$ cat src/rtl/secs_rtc_pkg.sv
package secs_rtc_pkg;
  // fixed register offsets; the byte windows follow from the count width
  localparam int unsigned OFS_CTRL  = 0;
  localparam int unsigned OFS_ACTL2 = 1;
  localparam int unsigned OFS_STAGE = 2;

  // control bit positions
  localparam int unsigned RUN_BIT = 7;
  localparam int unsigned AEN_BIT = 1;
  localparam int unsigned CLR_BIT = 0;

  function automatic bit in_window(int unsigned addr, int unsigned base, int unsigned n);
    return (addr >= base) && (addr < base + n);
  endfunction
endpackage

$ cat src/rtl/secs_rtc_regs.sv
module secs_rtc_regs
  import secs_rtc_pkg::*;
#(
  parameter int BYTES = 4,
  parameter int AW    = 4,
  localparam int W    = BYTES * 8
) (
  input  logic          clk,
  input  logic          rst_n,
  input  logic          bus_wr,
  input  logic [AW-1:0] bus_addr,
  input  logic [7:0]    bus_wdata,
  output logic [7:0]    ctrl_q,
  output logic [7:0]    actl2_q,
  output logic [W-1:0]  stage_q,
  output logic [W-1:0]  cmp_q,
  output logic          load_pulse,
  output logic [W-1:0]  load_val,
  output logic          clear_pulse
);
  localparam int unsigned OFS_LIVE = OFS_STAGE + BYTES;
  localparam int unsigned OFS_CMP  = OFS_LIVE + BYTES;

  int unsigned a;
  assign a = int'(bus_addr);

  assign load_pulse  = bus_wr && (a == OFS_STAGE);
  assign load_val    = {stage_q[W-1:8], bus_wdata};
  assign clear_pulse = bus_wr && (a == OFS_ACTL2) && bus_wdata[CLR_BIT];

  always_ff @(posedge clk) begin
    if (!rst_n) begin
      ctrl_q  <= '0;
      actl2_q <= '0;
    end else if (bus_wr) begin
      if (a == OFS_CTRL)  ctrl_q  <= bus_wdata;
      if (a == OFS_ACTL2) actl2_q <= {bus_wdata[7:1], 1'b0};
    end
  end

  for (genvar i = 0; i < BYTES; i++) begin : g_bytes
    always_ff @(posedge clk) begin
      if (!rst_n) begin
        stage_q[i*8 +: 8] <= '0;
        cmp_q[i*8 +: 8]   <= '0;
      end else if (bus_wr) begin
        if (a == OFS_STAGE + i) stage_q[i*8 +: 8] <= bus_wdata;
        if (a == OFS_CMP + i)   cmp_q[i*8 +: 8]   <= bus_wdata;
      end
    end
  end
endmodule

$ cat src/rtl/secs_rtc_counter.sv
module secs_rtc_counter #(
  parameter int W = 32
) (
  input  logic         clk,
  input  logic         rst_n,
  input  logic         run,
  input  logic         tick,
  input  logic         load,
  input  logic [W-1:0] load_val,
  output logic [W-1:0] count,
  output logic         inc_evt
);
  function automatic logic [W-1:0] next_sec(logic [W-1:0] c);
    return c + W'(1);
  endfunction

  assign inc_evt = run && tick && !load;

  always_ff @(posedge clk) begin
    if (!rst_n)       count <= '0;
    else if (load)    count <= load_val;
    else if (inc_evt) count <= next_sec(count);
  end
endmodule

$ cat src/rtl/secs_rtc_alarm.sv
module secs_rtc_alarm #(
  parameter int W = 32
) (
  input  logic         clk,
  input  logic         rst_n,
  input  logic [W-1:0] count,
  input  logic [W-1:0] cmp_val,
  input  logic         aen,
  input  logic         clear,
  output logic         match_rise,
  output logic         pending
);
  logic match_now, match_q;

  assign match_now  = aen && (count == cmp_val);
  assign match_rise = match_now && !match_q;

  always_ff @(posedge clk) begin
    if (!rst_n) begin
      match_q <= 1'b0;
      pending <= 1'b0;
    end else begin
      match_q <= match_now;
      if (match_rise)  pending <= 1'b1;
      else if (clear)  pending <= 1'b0;
    end
  end
endmodule

$ cat src/rtl/secs_rtc.sv
module secs_rtc
  import secs_rtc_pkg::*;
#(
  parameter int BYTES = 4,
  parameter int AW    = 4
) (
  input  logic          clk,
  input  logic          rst_n,
  input  logic          sec_tick,
  input  logic          bus_wr,
  input  logic [AW-1:0] bus_addr,
  input  logic [7:0]    bus_wdata,
  output logic [7:0]    bus_rdata,
  output logic          alarm_irq
);
  localparam int W = BYTES * 8;
  localparam int unsigned OFS_LIVE = OFS_STAGE + BYTES;
  localparam int unsigned OFS_CMP  = OFS_LIVE + BYTES;

  logic [7:0]   ctrl_q, actl2_q;
  logic [W-1:0] stage_q, cmp_q, load_val, count;
  logic         load_pulse, clear_pulse, inc_evt, match_rise, pending;
  logic         run, aen;

  assign run = ctrl_q[RUN_BIT];
  assign aen = ctrl_q[AEN_BIT];

  secs_rtc_regs #(.BYTES(BYTES), .AW(AW)) u_regs (
    .clk(clk), .rst_n(rst_n), .bus_wr(bus_wr), .bus_addr(bus_addr),
    .bus_wdata(bus_wdata), .ctrl_q(ctrl_q), .actl2_q(actl2_q),
    .stage_q(stage_q), .cmp_q(cmp_q), .load_pulse(load_pulse),
    .load_val(load_val), .clear_pulse(clear_pulse)
  );

  secs_rtc_counter #(.W(W)) u_cnt (
    .clk(clk), .rst_n(rst_n), .run(run), .tick(sec_tick),
    .load(load_pulse), .load_val(load_val), .count(count), .inc_evt(inc_evt)
  );

  secs_rtc_alarm #(.W(W)) u_alarm (
    .clk(clk), .rst_n(rst_n), .count(count), .cmp_val(cmp_q), .aen(aen),
    .clear(clear_pulse), .match_rise(match_rise), .pending(pending)
  );

  assign alarm_irq = pending;

  always_comb begin
    int unsigned a;
    a = int'(bus_addr);
    bus_rdata = '0;
    if (a == OFS_CTRL)       bus_rdata = ctrl_q;
    else if (a == OFS_ACTL2) bus_rdata = {actl2_q[7:1], pending};
    else if (in_window(a, OFS_STAGE, BYTES)) bus_rdata = stage_q[(a - OFS_STAGE)*8 +: 8];
    else if (in_window(a, OFS_LIVE, BYTES))  bus_rdata = count[(a - OFS_LIVE)*8 +: 8];
    else if (in_window(a, OFS_CMP, BYTES))   bus_rdata = cmp_q[(a - OFS_CMP)*8 +: 8];
  end
endmodule

$ cat config.mk
export PLATFORM = sky130hd
export DESIGN_NAME = secs_rtc
export DESIGN_NICKNAME = d
export VERILOG_FILES = /design/src/rtl/secs_rtc_pkg.sv /design/src/rtl/secs_rtc_regs.sv /design/src/rtl/secs_rtc_counter.sv /design/src/rtl/secs_rtc_alarm.sv /design/src/rtl/secs_rtc.sv
export SDC_FILE = /design/constraint.sdc
export NUM_CORES = 1
export LEC_CHECK = 0
export BUFFER_PORTS_ARGS = -buffer_cell sky130_fd_sc_hd__buf_4
export CORE_MARGIN = 4
export CORE_UTILIZATION = 53
export CTS_CLUSTER_DIAMETER = 100
export CTS_CLUSTER_SIZE = 25
export DETAILED_ROUTE_END_ITERATION = 12
export PLACE_DENSITY = 0.82
export SLEW_MARGIN = 20
export SYNTH_ARGS = -nofsm -noshare
export SYNTH_HDL_FRONTEND = slang
export SYNTH_HIERARCHICAL = 1
export SYNTH_SLANG_ARGS = --single-unit
$ cat constraint.sdc
create_clock -name clk -period 2.9 [get_ports clk]
set_clock_uncertainty 0.1 [all_clocks]
set_input_delay 0.58 -clock clk [delete_from_list [all_inputs] [get_ports clk]]
set_output_delay 0.58 -clock clk [all_outputs]
set_load 0.05 [all_outputs]
# ---- Yosys cells after proc, flatten, opt, wreduce, memory -nomap -nowiden
# Cells that the tools add are included.
# W data, S select, Z words.
dict set report totals {
  reg_bits 113
  inputBits 16
  out_inout_bits 9
}
dict set report op_classes {
  n_addsub 4
  n_lt_le_gt_ge 6
  eq_ne 10
  n_shift 3
  mux 9
  n_reduce_logical 26
}
# cell n
set op_table {}
lappend op_table {{$shiftx A32 B33 Y8} 3}
lappend op_table {{$mux W32} 2}
lappend op_table {{$mux W8} 5}
lappend op_table {{$add A32 B1 Y32 const B} 1}
lappend op_table {{$eq A32 B32 Y1} 1}
lappend op_table {{$logic_not A32 Y1} 1}
lappend op_table {{$reduce_and A2 Y1} 10}
lappend op_table {{$eq A4 B4 Y1 const B} 4}
lappend op_table {{$logic_and A1 B1 Y1} 10}
lappend op_table {{$eq A4 B2 Y1 const B} 2}
lappend op_table {{$eq A4 B3 Y1 const B} 2}
lappend op_table {{$lt A4 B4 Y1 const B} 2}
lappend op_table {{$sub A4 B2 Y5 const B} 1}
lappend op_table {{$sub A4 B3 Y5 const B} 1}
lappend op_table {{$sub A4 B4 Y5 const B} 1}
lappend op_table {{$eq A4 B1 Y1 const B} 1}
lappend op_table {{$ge A4 B2 Y1 const B} 1}
lappend op_table {{$ge A4 B3 Y1 const B} 1}
lappend op_table {{$ge A4 B4 Y1 const B} 1}
lappend op_table {{$logic_not A4 Y1} 1}
lappend op_table {{$lt A4 B3 Y1 const B} 1}
lappend op_table {{$reduce_bool A2 Y1} 2}
lappend op_table {{$logic_not A1 Y1} 2}
lappend op_table {{$mux W1} 2}

# ---- Logic depth before layout (Yosys ltp)
dict set report logic_depth {
  depth_word 7
  mapped_depth 11
  mapped_depth_nobuf 7
}

# ---- Hierarchy
# Netlist, hierarchy kept.
# module instances cells_each area_each_um2 seq_area_each_um2
set modules_own_cells {}
lappend modules_own_cells {secs_rtc_regs 1 314 3165.5 1581.5}
lappend modules_own_cells {secs_rtc_counter 1 276 2135.8 640.6}
lappend modules_own_cells {secs_rtc 1 109 1232.4 0.0}
lappend modules_own_cells {secs_rtc_alarm 1 53 432.9 40.0}

# ---- Least setup slack after synthesis
# No wires, ideal clock.
dict set report synth_timing {
  kind {in2out}
  from {in bus_addr[1]}
  to {out bus_rdata[0]}
  t_arrival_ps 3019
  required_time_ps 2220
  setup_slack_ps -799
  stages 10
  cell_sequence {buf_2 > buf_1 > inv_1 > ha_1 > ha_1 > and3_1 > buf_1 > o211a_1 > a31oi_1 > o211ai_1}
}
dict set report synth_via {
  elab_chain_len 7
  word_cells_on_any_way 22
  cone_classes {3 x add/sub; 6 x order compare; 1 x eq/ne; 3 x shift; 5 x mux; 4 x reduce/logical}
}
# element line_no
set synth_lines {}
lappend synth_lines {{from (decl)} secs_rtc.sv:11} ;# input logic [AW-1:0] bus_addr,
lappend synth_lines {{$sub A4 B4 Y5 (tied with other cells)} secs_rtc.sv:55} ;# else if (in_window(a, OFS_CMP, BYTES)) bus_rdata = cmp_q[(a - OFS_CMP)*8 +: 8];
lappend synth_lines {{$shiftx A32 B33 Y8 or $logic_and A1 B1 Y1 (tied branches)} {secs_rtc.sv:55, secs_rtc_pkg.sv:13}}
lappend synth_lines {{$mux W8} secs_rtc.sv:55}
lappend synth_lines {{$mux W8} secs_rtc.sv:54} ;# else if (in_window(a, OFS_LIVE, BYTES)) bus_rdata = count[(a - OFS_LIVE)*8 +: 8];
lappend synth_lines {{$mux W8} secs_rtc.sv:53} ;# else if (in_window(a, OFS_STAGE, BYTES)) bus_rdata = stage_q[(a - OFS_STAGE)*8 +: 8];
lappend synth_lines {{$mux W8} secs_rtc.sv:52} ;# else if (a == OFS_ACTL2) bus_rdata = {actl2_q[7:1], pending};
lappend synth_lines {{$mux W8 (*)} secs_rtc.sv:51} ;# if (a == OFS_CTRL) bus_rdata = ctrl_q;
lappend synth_lines {{to (decl)} secs_rtc.sv:13} ;# output logic [7:0] bus_rdata,
# Mark *: on every way between the ends. The rest lies on a longest branch, timed or not.

# ---- Final worst setup path
dict set report layout_timing {
  from {in bus_addr[2]}
  to {out bus_rdata[2]}
}
# The elaborated chain is that of the path after synthesis.

==> flow_summary.toml <==
[outcome]
status = "finished, violations left"
violations = "design-rule violations, negative setup slack"

[worst_setup_path]
crit_path_end_kind = "output pin"
path_max_fanout = 8
r2r-end = "u_cnt/count[22]"
r2r-start = "u_cnt/count[0]"
crit_arrival_ns = 2.24
cp-start-kind = "primary input"
r2r_setup_slack_ns = 0.44
reg2regPathDepth = 5
critPathKind = "primary input to output pin"
cp.required_ns = 2.22

[synth]
syn_inst = 748
yosysWarnings = 6
synth.cell_area_um2 = 6950
syn_area_per_cell_um2 = 9.29
syn_nets = 773

[pwr]
power_frac_clock_pct = 53.8
seqPwrFrac_pct = 37.8
vdd.ir_drop.worst_mv = 0.595
power_density_nw_per_um2 = 533
p_int_mw = 3.26
swShare_pct = 23.4
p_leak_nw = 3.18
comb_power_share_pct = 8.4
netSwitchingPower_mw = 0.995

[timing]
rsz0062_at_grt = "true"
period_needed_ns = 2.92
fmax_mhz = 343
slew_violations = 0
slew-limit-headroom_pct = 47.7
hold_viol = 0
setup_viol_count_final = 3
max_slew.worst_pin.slew_ns = 0.778
setup_ws_ns = -0.0190
fin_crit_sh_pct = 101

[worst_hold_path]
min_path_type = "primary input to flip-flop"
hold_depth = 2
hp-start = "bus_wdata[6]"
hold_path_end = "u_cnt/count[6]"

[drt]
first_pass_iters = 10
drcViolationCount = 1
routed_via_density = 6.83
wl_per_cell_um = 24.0
antenna_left = 0
vias = 6381
finalWirelength_um = 22400
drtIter0Drc = 1165

[clocking]
clk_pin_slew_ns = 0.05
cts_tree = "built"
numCtsBuffers = 17
cts_buffer_depth = 2
hold_buffers = 0
htreeDepth = 4
clock_latency_ns = 0.43
cts_root_buf = "clkbuf_16"
numClockSinks = 113

[floorplan]
die_h_um = 122
io-pin-count = 25
start_util_pct = 54.6
die_area_um2 = 15000
num_rows = 41
die_w_um = 122
coreArea_um2 = 12700

[layout]
final_cell_mix = "nand2_1, dfxtp_1, mux2i_1"
nFillCells = 1045
area_growth_pct = 14.7
fin_area_um2 = 7970
final_cells = 934
drive_above_1_share_pct = 19.6
num_antenna_cells = 0
final_common_cell = "nand2_1"
nets = 774

[placement]
preCtsSetupSlack_ns = -0.0333
hpwlAfterDp_um = 15300
placed_cell_area_um2 = 7190
place_congestion = 1.04
port_buffers = 24
dp_cells = 901

[global_route]
grt_max_degree = 51
grt_pass1_wl_um = 34600
grt_usage_pct = 30.7
gr-total-overflow = 0
first_global_vias = 6133
antenna_found_initial = 0

[flow_run]
cap_violations = 0
==> flip-flops by register name (all words and copies together) (netlist names) <==
| register | cells |
|---|---|
| u_regs/ctrl_q | 8 |
| u_regs/actl2_q | 7 |
| u_alarm/match_q | 1 |
| u_regs/load_val | 24 |
| u_cnt/count | 32 |
| u_regs/cmp_q | 32 |
| u_alarm/pending | 1 |
| u_regs/stage_q | 8 |
==> repair_timing <==
item,4_1_cts,5_1_grt
gates cloned,0,0
gates resized for setup,17,14
pin swaps,8,8
buffers inserted,0,1
endpoints found under the setup margin,8,8
==> routing by layer <==
layer  vias to the layer above  global-route usage [%]  part of all wire [%]
li1                       2742                       -                     -
met1                      3059                    39.4                    38
met2                       472                    46.8                    45
met3                       108                    9.63                    12
met4                         0                    15.0                   5.3
met5                         -                       0                     0
==> critical path, cell delays in order <==
cell and delay, ns:
buf_8 0.10, inv_6 0.03, ha_4 0.16, ha_1 0.31, nor4bb_2 0.32, buf_4 0.22, nand4_1 0.12, o211ai_1 0.14
buf_4 0.24
==> worst max-delay path by stage <==
| stage | startpoint | endpoint | cells after the start |
|---|---|---|---|
| final | bus_addr[2] | bus_rdata[2] | 9 |
| after global routing | bus_addr[3] | bus_rdata[2] | 8 |
| after CTS | bus_addr[2] | bus_rdata[7] | 10 |
| after detailed placement | bus_addr[2] | bus_rdata[7] | 10 |
| after global placement | bus_addr[1] | bus_rdata[7] | 9 |
| after floorplan | bus_addr[1] | bus_rdata[5] | 9 |
==> power groups by stage <==
stage               clock, mW  combinational [mW]  sequential (mW)
floorplan                   0               0.226             1.63
global placement            0               0.308             1.64
detailed placement          0               0.319             1.64
CTS                      2.30               0.332             1.60
global route             2.37               0.373             1.61
finish                   2.29               0.355             1.61
==> stage by stage <==
step	setup TNS, ns	utilization, %	hold WS [ns]	total power [mW]
after floorplan	-2.73	-	0.333	1.85
after global placement	0	56.5	0.342	1.95
after detailed placement	-0.206	56.5	0.350	1.96
after CTS	0	62.1	0.286	4.24
after global routing	-0.463	62.6	0.299	4.35
final	-0.0307	62.6	0.296	4.25
==> final cells by class <==
class	count	area, um^2	share of cell area [%]
sequential	113	2260	28.4
timing repair buffer	63	524	6.58
tap	172	215	2.70
multi-input combinational	538	4250	53.3
clock buffer	22	454	5.70
clock inverter	10	183	2.29
inverter	16	80.1	1.01
Power figures use the tool's default switching activity.
